<file path="src/rtl/pwm2_pkg.sv">
package pwm2_pkg;

    localparam int CODE_W   = 4;
    localparam int PS_DIV_W = 17;
    localparam int FIELD_W  = 10;

    localparam int F_EN    = 4;
    localparam int F_ACT   = 5;
    localparam int F_GATE  = 6;
    localparam int F_MODE  = 7;
    localparam int F_PULSE = 8;
    localparam int F_BYP   = 9;

    typedef enum logic [1:0] {
        ST_OFF,
        ST_RUN,
        ST_ARM,
        ST_FIRE
    } ch_state_e;

    // Divide ratio per prescaler code; 0 marks a reserved code (no tick).
    function automatic logic [PS_DIV_W-1:0] div_ratio(input logic [CODE_W-1:0] code);
        logic [PS_DIV_W-1:0] r;
        case (code)
            4'd0:    r = PS_DIV_W'(120);
            4'd1:    r = PS_DIV_W'(180);
            4'd2:    r = PS_DIV_W'(240);
            4'd3:    r = PS_DIV_W'(360);
            4'd4:    r = PS_DIV_W'(480);
            4'd8:    r = PS_DIV_W'(12000);
            4'd9:    r = PS_DIV_W'(24000);
            4'd10:   r = PS_DIV_W'(36000);
            4'd11:   r = PS_DIV_W'(48000);
            4'd12:   r = PS_DIV_W'(72000);
            4'd15:   r = PS_DIV_W'(1);
            default: r = '0;
        endcase
        return r;
    endfunction

endpackage

</file>
<file path="src/rtl/pwm2_prescaler.sv">
module pwm2_prescaler
    import pwm2_pkg::*;
#(
    parameter int DIV_W = PS_DIV_W
) (
    input  logic              clk,
    input  logic              rst_n,
    input  logic              run_i,
    input  logic [CODE_W-1:0] code_i,
    output logic              tick_o,
    output logic              ref_o
);

    logic [DIV_W-1:0] ratio;
    logic [DIV_W-1:0] pcnt_q;
    logic             ref_q;

    assign ratio  = DIV_W'(div_ratio(code_i));
    assign tick_o = run_i && (ratio != '0) && (pcnt_q >= ratio - 1'b1);
    assign ref_o  = ref_q;

    always_ff @(posedge clk or negedge rst_n) begin
        if (!rst_n) begin
            pcnt_q <= '0;
            ref_q  <= 1'b0;
        end else if (!run_i) begin
            pcnt_q <= '0;
            ref_q  <= 1'b0;
        end else if (tick_o) begin
            pcnt_q <= '0;
            ref_q  <= ~ref_q;
        end else begin
            pcnt_q <= pcnt_q + 1'b1;
        end
    end


    ref_toggle_chk: assert property (@(posedge clk) disable iff (!rst_n)
        tick_o |=> (ref_q != $past(ref_q)));

endmodule

</file>
<file path="src/rtl/pwm2_channel.sv">
module pwm2_channel
    import pwm2_pkg::*;
#(
    parameter int CNT_W = 8
) (
    input  logic              clk,
    input  logic              rst_n,
    input  logic [CODE_W-1:0] code_i,
    input  logic              en_i,
    input  logic              act_i,
    input  logic              gate_i,
    input  logic              mode_i,
    input  logic              pulse_i,
    input  logic              byp_i,
    input  logic              wr_i,
    input  logic [CNT_W-1:0]  prd_i,
    input  logic [CNT_W-1:0]  duty_i,
    output logic [CNT_W-1:0]  sh_prd_o,
    output logic [CNT_W-1:0]  sh_duty_o,
    output logic              pending_o,
    output logic              pulse_done_o,
    output logic              out_o
);

    ch_state_e        st_q, st_d;
    logic [CNT_W-1:0] cnt_q;
    logic [CNT_W-1:0] sh_prd_q, sh_duty_q, prd_q, duty_q;
    logic             pend_q;
    logic             run, counting, tick, ref_clk, wrap, take;

    assign run      = en_i && gate_i;
    assign counting = (st_q == ST_RUN) || (st_q == ST_FIRE);
    assign wrap     = counting && tick && (cnt_q == prd_q);
    assign take     = pend_q && (!counting || wrap);

    pwm2_prescaler u_presc (
        .clk    (clk),
        .rst_n  (rst_n),
        .run_i  (counting),
        .code_i (code_i),
        .tick_o (tick),
        .ref_o  (ref_clk)
    );

    // Next-state logic
    always_comb begin
        st_d = st_q;
        unique case (st_q)
            ST_OFF:  if (run) st_d = mode_i ? ST_ARM : ST_RUN;
            ST_RUN:  if (!run) st_d = ST_OFF;
                     else if (mode_i) st_d = ST_ARM;
            ST_ARM:  if (!run) st_d = ST_OFF;
                     else if (!mode_i) st_d = ST_RUN;
                     else if (pulse_i) st_d = ST_FIRE;
            ST_FIRE: if (!run) st_d = ST_OFF;
                     else if (!mode_i) st_d = ST_RUN;
                     else if (wrap) st_d = ST_ARM;
        endcase
    end

    // State register
    always_ff @(posedge clk or negedge rst_n) begin
        if (!rst_n) st_q <= ST_OFF;
        else        st_q <= st_d;
    end

    // Period counter
    always_ff @(posedge clk or negedge rst_n) begin
        if (!rst_n)                cnt_q <= '0;
        else if (st_q != st_d)     cnt_q <= '0;
        else if (counting && tick) cnt_q <= (cnt_q == prd_q) ? '0 : cnt_q + 1'b1;
    end

    // Shadow and working period/duty
    always_ff @(posedge clk or negedge rst_n) begin
        if (!rst_n) begin
            sh_prd_q  <= '0;
            sh_duty_q <= '0;
            prd_q     <= '0;
            duty_q    <= '0;
            pend_q    <= 1'b0;
        end else begin
            if (take) begin
                prd_q  <= sh_prd_q;
                duty_q <= sh_duty_q;
            end
            if (wr_i) begin
                sh_prd_q  <= prd_i;
                sh_duty_q <= duty_i;
                pend_q    <= 1'b1;
            end else if (take) begin
                pend_q <= 1'b0;
            end
        end
    end

    assign sh_prd_o     = sh_prd_q;
    assign sh_duty_o    = sh_duty_q;
    assign pending_o    = pend_q;
    assign pulse_done_o = (st_q == ST_FIRE) && run && mode_i && wrap;

    // Output process
    always_comb begin
        out_o = ~act_i;
        unique case (st_q)
            ST_OFF, ST_ARM: out_o = ~act_i;
            ST_RUN, ST_FIRE: begin
                if (byp_i)               out_o = ref_clk;
                else if (cnt_q < duty_q) out_o = act_i;
                else                     out_o = ~act_i;
            end
        endcase
    end


    gated_cnt_zero_chk: assert property (@(posedge clk) disable iff (!rst_n)
        !run |=> (cnt_q == '0));


    cnt_bound_chk: assert property (@(posedge clk) disable iff (!rst_n)
        cnt_q <= prd_q);


    wrap_zero_chk: assert property (@(posedge clk) disable iff (!rst_n)
        wrap |=> (cnt_q == '0));


    pend_clear_chk: assert property (@(posedge clk) disable iff (!rst_n)
        (pend_q && !counting && !wr_i) |=> !pend_q);


    pulse_end_chk: assert property (@(posedge clk) disable iff (!rst_n)
        pulse_done_o |=> (st_q == ST_ARM));

endmodule

</file>
<file path="src/rtl/pwm2_ctrl.sv">
module pwm2_ctrl
    import pwm2_pkg::*;
#(
    parameter int NUM_CH    = 2,
    parameter int CNT_W     = 8,
    parameter int STRIDE    = 15,
    parameter int RDY_BASE  = 28,
    parameter int PRD_LSB   = 16,
    parameter bit HAS_READY = 1'b1,
    parameter int ADDR_W    = 4,
    parameter int DATA_W    = 32
) (
    input  logic              clk,
    input  logic              rst_n,
    input  logic              reg_wr,
    input  logic [ADDR_W-1:0] reg_addr,
    input  logic [DATA_W-1:0] reg_wdata,
    output logic [DATA_W-1:0] reg_rdata,
    output logic [NUM_CH-1:0] pwm_o
);

    localparam logic [ADDR_W-1:0] CTRL_ADDR = '0;

    logic [FIELD_W-1:0] fields   [NUM_CH];
    logic [CNT_W-1:0]   sh_prd   [NUM_CH];
    logic [CNT_W-1:0]   sh_duty  [NUM_CH];
    logic [NUM_CH-1:0]  pending;
    logic [NUM_CH-1:0]  pulse_done;
    logic               ctrl_hit;
    logic [DATA_W-1:0]  ctrl_word;
    logic               unused_wdata;

    assign ctrl_hit     = reg_wr && (reg_addr == CTRL_ADDR);
    assign unused_wdata = ^reg_wdata;

    for (genvar ch = 0; ch < NUM_CH; ch++) begin : g_ch
        localparam logic [ADDR_W-1:0] PRD_ADDR = ADDR_W'(4 + 4 * ch);
        logic [FIELD_W-1:0] fld_q;
        logic               prd_hit;

        assign prd_hit = reg_wr && (reg_addr == PRD_ADDR);

        always_ff @(posedge clk or negedge rst_n) begin
            if (!rst_n)               fld_q <= '0;
            else if (ctrl_hit)        fld_q <= reg_wdata[ch*STRIDE +: FIELD_W];
            else if (pulse_done[ch])  fld_q[F_PULSE] <= 1'b0;
        end

        assign fields[ch] = fld_q;

        pwm2_channel #(.CNT_W(CNT_W)) u_chan (
            .clk          (clk),
            .rst_n        (rst_n),
            .code_i       (fld_q[CODE_W-1:0]),
            .en_i         (fld_q[F_EN]),
            .act_i        (fld_q[F_ACT]),
            .gate_i       (fld_q[F_GATE]),
            .mode_i       (fld_q[F_MODE]),
            .pulse_i      (fld_q[F_PULSE]),
            .byp_i        (fld_q[F_BYP]),
            .wr_i         (prd_hit),
            .prd_i        (reg_wdata[PRD_LSB +: CNT_W]),
            .duty_i       (reg_wdata[CNT_W-1:0]),
            .sh_prd_o     (sh_prd[ch]),
            .sh_duty_o    (sh_duty[ch]),
            .pending_o    (pending[ch]),
            .pulse_done_o (pulse_done[ch]),
            .out_o        (pwm_o[ch])
        );


        pulse_clear_chk: assert property (@(posedge clk) disable iff (!rst_n)
            (pulse_done[ch] && !ctrl_hit) |=> !fld_q[F_PULSE]);
    end

    always_comb begin
        ctrl_word = '0;
        for (int ch = 0; ch < NUM_CH; ch++) begin
            ctrl_word[ch*STRIDE +: FIELD_W] = fields[ch];
            if (HAS_READY) ctrl_word[RDY_BASE + ch] = pending[ch];
        end
    end

    always_comb begin
        reg_rdata = '0;
        if (reg_addr == CTRL_ADDR) reg_rdata = ctrl_word;
        for (int ch = 0; ch < NUM_CH; ch++) begin
            if (reg_addr == ADDR_W'(4 + 4 * ch)) begin
                reg_rdata[PRD_LSB +: CNT_W] = sh_prd[ch];
                reg_rdata[CNT_W-1:0]        = sh_duty[ch];
            end
        end
    end

endmodule

</file>
<file path="config.mk">
export PLATFORM = sky130hd
export DESIGN_NAME = pwm2_ctrl
export DESIGN_NICKNAME = d
export VERILOG_FILES = /design/src/rtl/pwm2_pkg.sv /design/src/rtl/pwm2_prescaler.sv /design/src/rtl/pwm2_channel.sv /design/src/rtl/pwm2_ctrl.sv
export SDC_FILE = /design/constraint.sdc
export NUM_CORES = 1
export LEC_CHECK = 0
export ABC_AREA = 1
export BUFFER_PORTS_ARGS = -buffer_cell sky130_fd_sc_hd__buf_2
export CAP_MARGIN = 20
export CORE_AREA = 3 3 168 170
export CTS_CLUSTER_SIZE = 30
export DETAILED_ROUTE_END_ITERATION = 8
export DIE_AREA = 0 0 171 173
export GPL_TIMING_DRIVEN = 0
export PLACE_DENSITY = 0.53
export SYNTH_ARGS = -nofsm -noshare
export SYNTH_HDL_FRONTEND = slang
export SYNTH_HIERARCHICAL = 1
export SYNTH_SLANG_ARGS = --single-unit
</file>
<file path="constraint.sdc">
create_clock -name clk -period 8.5 [get_ports clk]
set_clock_uncertainty 0.05 [all_clocks]
set_input_delay 1.7 -clock clk [delete_from_list [all_inputs] [get_ports clk]]
set_output_delay 1.7 -clock clk [all_outputs]
set_load 0.01 [all_outputs]
</file>
==> results of run 1 <==
## placed cells by master (no fill, tap or decap), types with 10 or more instances in the layout
cell / Yosys / layout
o21ai_0: 44 / 44
nor3_1: 17 / 17
buf_6: 9 / 10
inv_2: 14 / 14
xnor2_1: 16 / 16
inv_1: 150 / 150
clkbuf_16: 0 / 17
xor2_1: 29 / 29
nand2_2: 14 / 14
nand4_1: 33 / 33
a21oi_1: 30 / 30
o21ai_1: 38 / 38
nand3_1: 107 / 107
buf_4: 12 / 12
nor2_1: 72 / 72
conb_1: 1 / 10
buf_2: 15 / 64
nor2_4: 17 / 17
dfrtp_1: 142 / 142
ha_1: 64 / 64
nand2_1: 271 / 271
nor2_2: 31 / 31
## per-stage QoR
stage	setup WS [ns]	hold WS [ns]	cell area [sq um]	power, mW	utilization [%]
2_1_floorplan	4.48	0.380	9420	1.29	-
3_3_place_gp	3.38	0.399	10100	1.44	37.6
3_5_place_dp	3.81	0.405	10100	1.46	37.7
4_1_cts	3.80	0.415	10700	2.26	39.9
5_1_grt	3.75	0.430	10700	2.38	39.9
6_report	3.83	0.415	10700	2.22	39.9
## flip-flops by register name, summed over array words and instances (netlist names)
| signal | flops |
|---|---|
| g_ch.u_chan/u_presc/ref_o | 2 |
| g_ch.u_chan/u_presc/pcnt_q | 34 |
| g_ch.u_chan/prd_q | 16 |
| g_ch.u_chan/sh_duty_o | 16 |
| g_ch.u_chan/sh_prd_o | 16 |
| g_ch.fld_q | 20 |
| g_ch.u_chan/cnt_q | 16 |
| g_ch.u_chan/pending_o | 2 |
| g_ch.u_chan/duty_q | 16 |
| g_ch.u_chan/st_q | 4 |
## worst min-delay path by stage
stage | cells past startpoint | start | end
6_report | 1 | g_ch[1].u_chan/u_presc/pcnt_q[0]$_DFF_PN0_ | g_ch[1].u_chan/u_presc/pcnt_q[0]$_DFF_PN0_
2_1_floorplan | 1 | g_ch[1].u_chan/u_presc/pcnt_q[0]$_DFF_PN0_ | g_ch[1].u_chan/u_presc/pcnt_q[0]$_DFF_PN0_
4_1_cts | 1 | g_ch[1].u_chan/u_presc/pcnt_q[0]$_DFF_PN0_ | g_ch[1].u_chan/u_presc/pcnt_q[0]$_DFF_PN0_
5_1_grt | 1 | g_ch[0].u_chan/u_presc/pcnt_q[0]$_DFF_PN0_ | g_ch[0].u_chan/u_presc/pcnt_q[0]$_DFF_PN0_
3_3_place_gp | 1 | g_ch[1].u_chan/u_presc/pcnt_q[0]$_DFF_PN0_ | g_ch[1].u_chan/u_presc/pcnt_q[0]$_DFF_PN0_
3_5_place_dp | 1 | g_ch[0].u_chan/u_presc/pcnt_q[0]$_DFF_PN0_ | g_ch[0].u_chan/u_presc/pcnt_q[0]$_DFF_PN0_
## power breakdown
part           switching, mW  internal [mW]
Sequential            0.0842          0.777
Clock                  0.355          0.430
Combinational          0.370          0.208
Total                  0.810           1.41
## critical path, stage by stage
cell and delay [ns]:
buf_2 0.13, nor2_2 0.20, buf_6 0.18, nand2_1 0.24
nor2_1 0.28, buf_2 0.18
## cell type report
| cell class | count | share of cell area, % |
|---|---|---|
| Multi-Input combinational cell | 851 | 45.8 |
| Tap cell | 341 | 3.97 |
| Clock inverter | 14 | 1.55 |
| Clock buffer | 18 | 4.09 |
| Buffer | 47 | 3.02 |
| Timing Repair Buffer | 51 | 2.65 |
| Inverter | 165 | 5.79 |
| Sequential cell | 142 | 33.1 |
## cells by family after synthesis
logic type,share of synthesized area (%)
DFF,37.9
adders and majority gates,8.53
and+or+nand+nor,31.5
AOI/OAI and AO/OA,7.76
xor gates and xnor gates,4.20
buffers and inverters,10.1
other,0.0400
## layer usage
metal / up-vias / share of wire, %
met5: - / 0
met4: 0 / 1.3
met3: 26 / 4.7
met2: 154 / 45
met1: 3648 / 49
li1: 3996 / -
==> impl_metrics.yaml, run 1 <==
die:
  die_w_um: 171
  design.core.area_sq_um: 26900
  die_area_sq_um: 29600
  start_util_pct: 34.9
  num_rows: 60
  die_h_um: 173
  io-pin-count: 73
final_layout:
  area_growth_pct: 14.4
  drive_above_1_share_pct: 17.2
  diodes: 0
  final_cells: 1629
  nNetsFinal: 1378
  multi_input_area_sq_um: 4920
  ff_latch_area_sq_um: 3550
  n_fill_cell: 2808
logic_synthesis:
  syn-instance-count: 1196
  synth.avg_cell_area_sq_um: 7.85
  synth_edf_count: 0
  ys_warn_count: 6
  synthesis.area_sq_um: 9390
  synth_area_leaders: "dfrtp_1, nand2_1, ha_1"
  yosysTopAreaCell: "dfrtp_1"
  ys_seq_elements: 142
  yosysSeqAreaShare_pct: 37.9
  ys_types: 41
  synthFlopType: "dfrtp_1"
  synthArstFlopShare_pct: 100
  yosysMostFrequentCell: "nand2_1"
  synth_top_area_share_pct: 37.9
  netlist_top_cells_count: "nand2_1, inv_1, dfrtp_1"
drt:
  viasPerCell: 4.80
  finalWirelength_mm: 24.1
  wl_per_cell_um: 14.8
  drt-initial-drc-count: 440
  dr_total_vias: 7824
  postRouteAntennaNets: 0
  dr.pass1.iters: 5
  drc: 0
min_path:
  hold_path.class: "reg2reg"
clock_network:
  clk_pin_slew_ns: 0.07
  ctsResizeCount: 0
  clk_latency_ns: 0.43
  cts-root-buf: "clkbuf_16"
  cts-htree-levels: 4
  cts_buffers: 17
  cts_setup_buffers: 0
  hold_buffers: 0
  cts.sinks: 142
  cts_buffer_depth: 2
  tritoncts: "done"
global_route:
  grt_pass1_vias: 7628
  busiest_layer: "met2"
  grt_max_degree: 91
  grt_util_met2_pct: 26.1
  gr-usage-met3_pct: 2.93
  grt_overflow: 0
  grt_pass1_wl_mm: 39.6
  grtUsageMet1_pct: 24.0
  gr-usage-all-layers_pct: 16.7
  grt_antenna_before_repair: 0
sta:
  drv_slew: 0
  max_freq_mhz: 214
  timing.slew.headroom_pct: 60.9
  finalHoldViolCount: 0
  min_period_ns: 4.67
  rsz0062_at_grt: "false"
  fin_tns_setup_ns: 0
  worst_pin_slew_ns: 0.584
  fin_crit_sh_pct: 54.9
  finalSetupViolations: 0
place:
  place_inst: 1597
  place.gp.congestion: 0.907
  portBuffers: 50
  hpwl_mm: 18.5
critical_path:
  worstPathMaxFanout: 10
  crit_end: "reg_rdata[15]"
  arrival_ns: 2.92
  startpoint_type: "input pin"
  worstReg2RegStart: "g_ch[1].fld_q[1]$_DFFE_PN0P_"
  critPathKind: "in2out"
  r2r_slack_ns: 4.40
  critPathCaptureType: "primary output"
  worstPathRequired_ns: 6.75
  r2r-end: "g_ch[1].u_chan/cnt_q[0]$_DFFE_PN0P_"
  r2r_cells: 28
  setup.worst_path.start: "reg_addr[2]"
run:
  cap_viol_max_count: 0
power:
  power.density_nw_per_um2: 207
  ir_drop_mv: 0.111
  p_leak_nw: 5.27
run_status:
  status: "finished clean"
Power figures use the tool's default switching activity.
==> run 2, diff against run 1 <==
- clock period: 8.5 -> 4.3 ns (I/O delays scaled with it)
==> run 2 against run 1 <==
Clock power is 97% higher; sequential power increased by 97%; die area unchanged; global-route usage is the same; final cell count increased by 0.55%; highest routed layer unchanged.
==> impl_metrics.yaml, run 2 (synthesis gave the netlist of run 1 again) <==
sta:
  max_freq_mhz: 258
  min_period_ns: 3.88
  fin_crit_sh_pct: 90.3
  fin_tns_setup_ns: 0
  timing.slew.headroom_pct: 61.3
  worst_pin_slew_ns: 0.579
  finalHoldViolCount: 0
  rsz0062_at_grt: "false"
  finalSetupViolations: 0
  drv_slew: 0
clock_network:
  clk_latency_ns: 0.43
  cts-htree-levels: 4
  cts_buffer_depth: 2
  cts.sinks: 142
  cts-root-buf: "clkbuf_16"
  cts_buffers: 17
  hold_buffers: 0
  clk_pin_slew_ns: 0.07
  tritoncts: "done"
global_route:
  grt_pass1_vias: 7628
  gr-usage-met3_pct: 2.93
  busiest_layer: "met2"
  grt_pass1_wl_mm: 39.6
  grtUsageMet1_pct: 24.0
  grt_antenna_before_repair: 0
  grt_util_met2_pct: 26.1
  grt_overflow: 0
  gr-usage-all-layers_pct: 16.7
  grt_max_degree: 91
power:
  ir_drop_mv: 0.221
  power.density_nw_per_um2: 409
  p_leak_nw: 5.32
critical_path:
  crit_cells: 28
  crit_end: "g_ch[1].u_chan/cnt_q[0]$_DFFE_PN0P_"
  r2r-end: "g_ch[1].u_chan/cnt_q[0]$_DFFE_PN0P_"
  critPathKind: "reg2reg"
  critPathBufInv: 5
  worstPathRequired_ns: 4.62
  setup.worst_path.start: "g_ch[1].fld_q[0]$_DFFE_PN0P_"
  startpoint_type: "register"
  critPathCaptureType: "register"
  arrival_ns: 4.20
  r2r_cells: 28
  worstReg2RegStart: "g_ch[1].fld_q[0]$_DFFE_PN0P_"
  cpMostUsedCell: "nand2_2"
  worstPathMaxFanout: 9
  cp_slowest_cell: "dfrtp_2"
  crit_family: "simple AND/OR/NAND/NOR gates"
  r2r_slack_ns: 0.42
  critPathMaxStageDelay_ns: 0.43
die:
  io-pin-count: 73
  die_h_um: 173
  design.core.area_sq_um: 26900
  start_util_pct: 34.9
  num_rows: 60
  die_w_um: 171
  die_area_sq_um: 29600
final_layout:
  layout_common_cells: "nand2_1, inv_1, dfrtp_1, nand3_1, nor2_1"
  diodes: 0
  nNetsFinal: 1387
  area_growth_pct: 15.3
  final_common_cell: "nand2_1"
  fin_util_pct: 40.3
  largest_reg_flops: 34
  reg.largest.list: "g_ch.u_chan/u_presc/pcnt_q (34), g_ch.fld_q (20)"
  drive_above_1_share_pct: 18.3
  regMostFlops: "g_ch.u_chan/u_presc/pcnt_q"
place:
  place.gp.congestion: 0.907
  portBuffers: 50
  hpwl_mm: 18.5
drt:
  drt-initial-drc-count: 396
  viasPerCell: 4.80
  finalWirelength_mm: 24.3
  postRouteAntennaNets: 0
  wl_per_cell_um: 14.8
  drc: 0
  dr.pass1.iters: 5
  dr_total_vias: 7862
min_path:
  hold_path.class: "in2async"
run_status:
  status: "finished clean"
run:
  cap_viol_max_count: 0
## run 2: changes by cell type in the layout (fill, tap and decap cells not counted), sizes merged
cell,delta
buf,+9
## run 2: what timing repair did
action	4_1_cts	5_1_grt
gates resized for setup	0	8
setup buffers	0	9
endpoints found under the setup margin	0	50
endpoints found under the hold margin	0	0
## run 2: worst register-to-register path: cells and delay by family, from the launching register on
family        cells  cell delay [ns]
flops             1             0.43
simple gates     21             2.20
buf+inv           5             0.61
fa+ha+maj         2             0.54
## run 2: how the worst min path moves through the flow
stage,startpoint,slack (ns),cells after the start,end
after CTS,rst_n,0.35,1,g_ch[1].u_chan/u_presc/pcnt_q[6]$_DFF_PN0_
final,rst_n,0.32,1,g_ch[1].u_chan/u_presc/pcnt_q[6]$_DFF_PN0_
after detailed placement,g_ch[0].u_chan/u_presc/pcnt_q[0]$_DFF_PN0_,0.40,1,g_ch[0].u_chan/u_presc/pcnt_q[0]$_DFF_PN0_
after global placement,g_ch[1].u_chan/u_presc/pcnt_q[0]$_DFF_PN0_,0.40,1,g_ch[1].u_chan/u_presc/pcnt_q[0]$_DFF_PN0_
after global routing,rst_n,0.37,1,g_ch[1].u_chan/u_presc/pcnt_q[6]$_DFF_PN0_
after floorplan,g_ch[1].u_chan/u_presc/pcnt_q[0]$_DFF_PN0_,0.38,1,g_ch[1].u_chan/u_presc/pcnt_q[0]$_DFF_PN0_
## run 2: final cells by class
type / count / area, sq um
multi-input cells: 851 / 4930
fillers: 2799 / 16100
clock buffers: 18 / 439
clock inverters: 14 / 166
inverters: 165 / 622
repair buffers: 60 / 352
plain buffers: 47 / 324
well taps: 341 / 427
flip-flops and latches: 142 / 3560
## run 2: metrics by stage
step	worst slack, ns	power, mW	area, sq um	std cells	hold slack, ns
final	0.418	4.43	10800	1638	0.317
after global routing	0.00523	4.73	10800	1638	0.367
after CTS	0.144	4.46	10700	1629	0.346
after detailed placement	0.152	2.88	10100	1597	0.405
after global placement	0.0218	2.85	10100	1596	0.399
after floorplan	0.869	2.55	9420	1205	0.380
## run 2: report_power, final
group          switching [mW]  internal (mW)
logic                   0.747          0.428
registers               0.166           1.54
clock network           0.703          0.851
total                    1.62           2.82
## run 2: metal layers
layer  share of wire [%]  routed length, um
met1                  49              11900
met2                  45              10900
met3                 4.9               1190
met4                 1.2                298
met5                   0                  0
==> run 3, diff against run 2 <==
- CORE_AREA: 3 3 168 170 -> 3 3 161 178
- DIE_AREA: 0 0 171 173 -> 0 0 164 181
==> run 3 against run 2 <==
Combinational power barely moved; count of clock-buffer cells in the layout did not move; total power fell by 1.7%; critical path depth did not move; core utilization fell by 0.23 points; non-clock buffer count rose by 1; fmax barely moved; clock power fell by 5%; sequential share of layout area barely moved; global-route usage rose by 0.23 points; register-to-register slack barely moved; highest routed layer unchanged.
==> impl_metrics.yaml, run 3 (synthesis gave the netlist of run 1 again) <==
run_status:
  status: "finished clean"
critical_path:
  r2r_cells: 28
  critPathCaptureType: "register"
  critPathMaxStageDelay_ns: 0.43
  worstPathMaxFanout: 9
  worstReg2RegStart: "g_ch[1].fld_q[0]$_DFFE_PN0P_"
  startpoint_type: "register"
  r2r-end: "g_ch[1].u_chan/cnt_q[0]$_DFFE_PN0P_"
  cp_slowest_cell: "dfrtp_2"
  cpMostUsedCell: "nand2_2"
  setup.worst_path.start: "g_ch[1].fld_q[0]$_DFFE_PN0P_"
  critPathKind: "reg2reg"
  r2r_slack_ns: 0.42
  crit_family: "simple AND/OR/NAND/NOR gates"
  arrival_ns: 4.20
  worstPathRequired_ns: 4.62
  critPathBufInv: 5
global_route:
  grt_pass1_vias: 7672
  grt_util_met2_pct: 27.1
  gr-usage-all-layers_pct: 16.9
  grt_antenna_before_repair: 0
  grt_max_degree: 92
  gr-usage-met3_pct: 3.03
  grtUsageMet1_pct: 23.8
  busiest_layer: "met2"
  grt_overflow: 0
  grt_pass1_wl_mm: 39.9
power:
  p_total_mw: 4.36
  p_leak_nw: 5.32
  power.density_nw_per_um2: 402
  ir_drop_mv: 0.241
die:
  die_h_um: 181
  num_rows: 63
  die_area_sq_um: 29700
  die_w_um: 164
  start_util_pct: 34.7
  design.core.area_sq_um: 27000
  io-pin-count: 73
sta:
  worst_pin_slew_ns: 0.670
  finalSetupViolations: 0
  drv_slew: 0
  finalHoldViolCount: 0
  max_freq_mhz: 258
  timing.slew.headroom_pct: 55.1
  holdWs_ns: 0.337
  fin_crit_sh_pct: 90.3
  fin_ws_ns: 0.417
  min_period_ns: 3.88
  fin_tns_setup_ns: 0
  rsz0062_at_grt: "false"
place:
  pre_cts_slack_ns: 0.111
  place_inst: 1613
  place_area_sq_um: 10100
  hpwl_mm: 18.6
  place.gp.congestion: 0.864
  portBuffers: 50
clock_network:
  cts-htree-levels: 4
  cts_buffers: 17
  cts_buffer_depth: 2
  clk_pin_slew_ns: 0.07
  hold_buffers: 0
  cts-root-buf: "clkbuf_16"
  tritoncts: "done"
  clk_latency_ns: 0.43
  cts.sinks: 142
final_layout:
  layout_common_cells: "nand2_1, inv_1, dfrtp_1, nand3_1, nor2_1"
  final_common_cell: "nand2_1"
  fin_area_sq_um: 10800
  nNetsFinal: 1388
  largest_reg_flops: 34
  reg.largest.list: "g_ch.u_chan/u_presc/pcnt_q (34), g_ch.fld_q (20)"
  drive_above_1_share_pct: 18.3
  fin_util_pct: 40.0
  area_growth_pct: 15.4
  diodes: 0
  final_cells: 1655
  regMostFlops: "g_ch.u_chan/u_presc/pcnt_q"
  n_fill_cell: 2823
drt:
  drt-initial-drc-count: 413
  wl_per_cell_um: 14.6
  viasPerCell: 4.71
  dr.pass1.iters: 5
  dr_total_vias: 7788
  finalWirelength_mm: 24.2
  drc: 0
  postRouteAntennaNets: 0
run:
  cap_viol_max_count: 0
min_path:
  hold_path.class: "in2async"
[run 3: cell count changes in the layout (fill, tap and decap cells not counted)]
cell / previous run / this run
buf_4: 21 / 22
bufinv_16: 1 / 0
clkinv_4: 2 / 3
inv_1: 148 / 149
inv_2: 16 / 15
inv_6: 4 / 5
inv_8: 6 / 5
[run 3: how the worst max path moves through the flow]
stage	endpoint	cells past startpoint
6_report	g_ch[1].u_chan/cnt_q[0]$_DFFE_PN0P_	28
3_3_place_gp	g_ch[1].u_chan/cnt_q[1]$_DFFE_PN0P_	1
5_1_grt	g_ch[1].u_chan/duty_q[6]$_DFFE_PN0P_	25
2_1_floorplan	g_ch[1].u_chan/cnt_q[0]$_DFFE_PN0P_	28
3_5_place_dp	g_ch[1].u_chan/cnt_q[0]$_DFFE_PN0P_	28
4_1_cts	g_ch[1].u_chan/cnt_q[4]$_DFFE_PN0P_	28
[run 3: timing repair]
item                                    in CTS  in global routing
buffers inserted                             0                 10
resized for setup                            0                  7
endpoints found under the setup margin       0                 49
[run 3: area by class of cell]
| type | instances | area [sq um] | area share [%] |
|---|---|---|---|
| clock buffers | 18 | 439 | 4.06 |
| inverters | 165 | 622 | 5.74 |
| multi-input cells | 851 | 4930 | 45.6 |
| repair buffers | 61 | 359 | 3.32 |
| clock inverters | 14 | 143 | 1.32 |
| flip-flops and latches | 142 | 3560 | 32.9 |
| well taps | 357 | 447 | 4.13 |
| plain buffers | 47 | 324 | 2.99 |
[run 3: power by group]
group | leakage [nW] | total, mW | internal, mW | switching, mW
combinational | 3.18 | 1.18 | 0.428 | 0.747
sequential | 1.84 | 1.70 | 1.54 | 0.161
clock | 0.289 | 1.48 | 0.790 | 0.693
[run 3: metal layers]
layer / wire length (um) / share of wire [%]
met1: 11600 / 48
met2: 11300 / 47
met3: 968 / 4.0
met4: 292 / 1.2
met5: 0 / 0
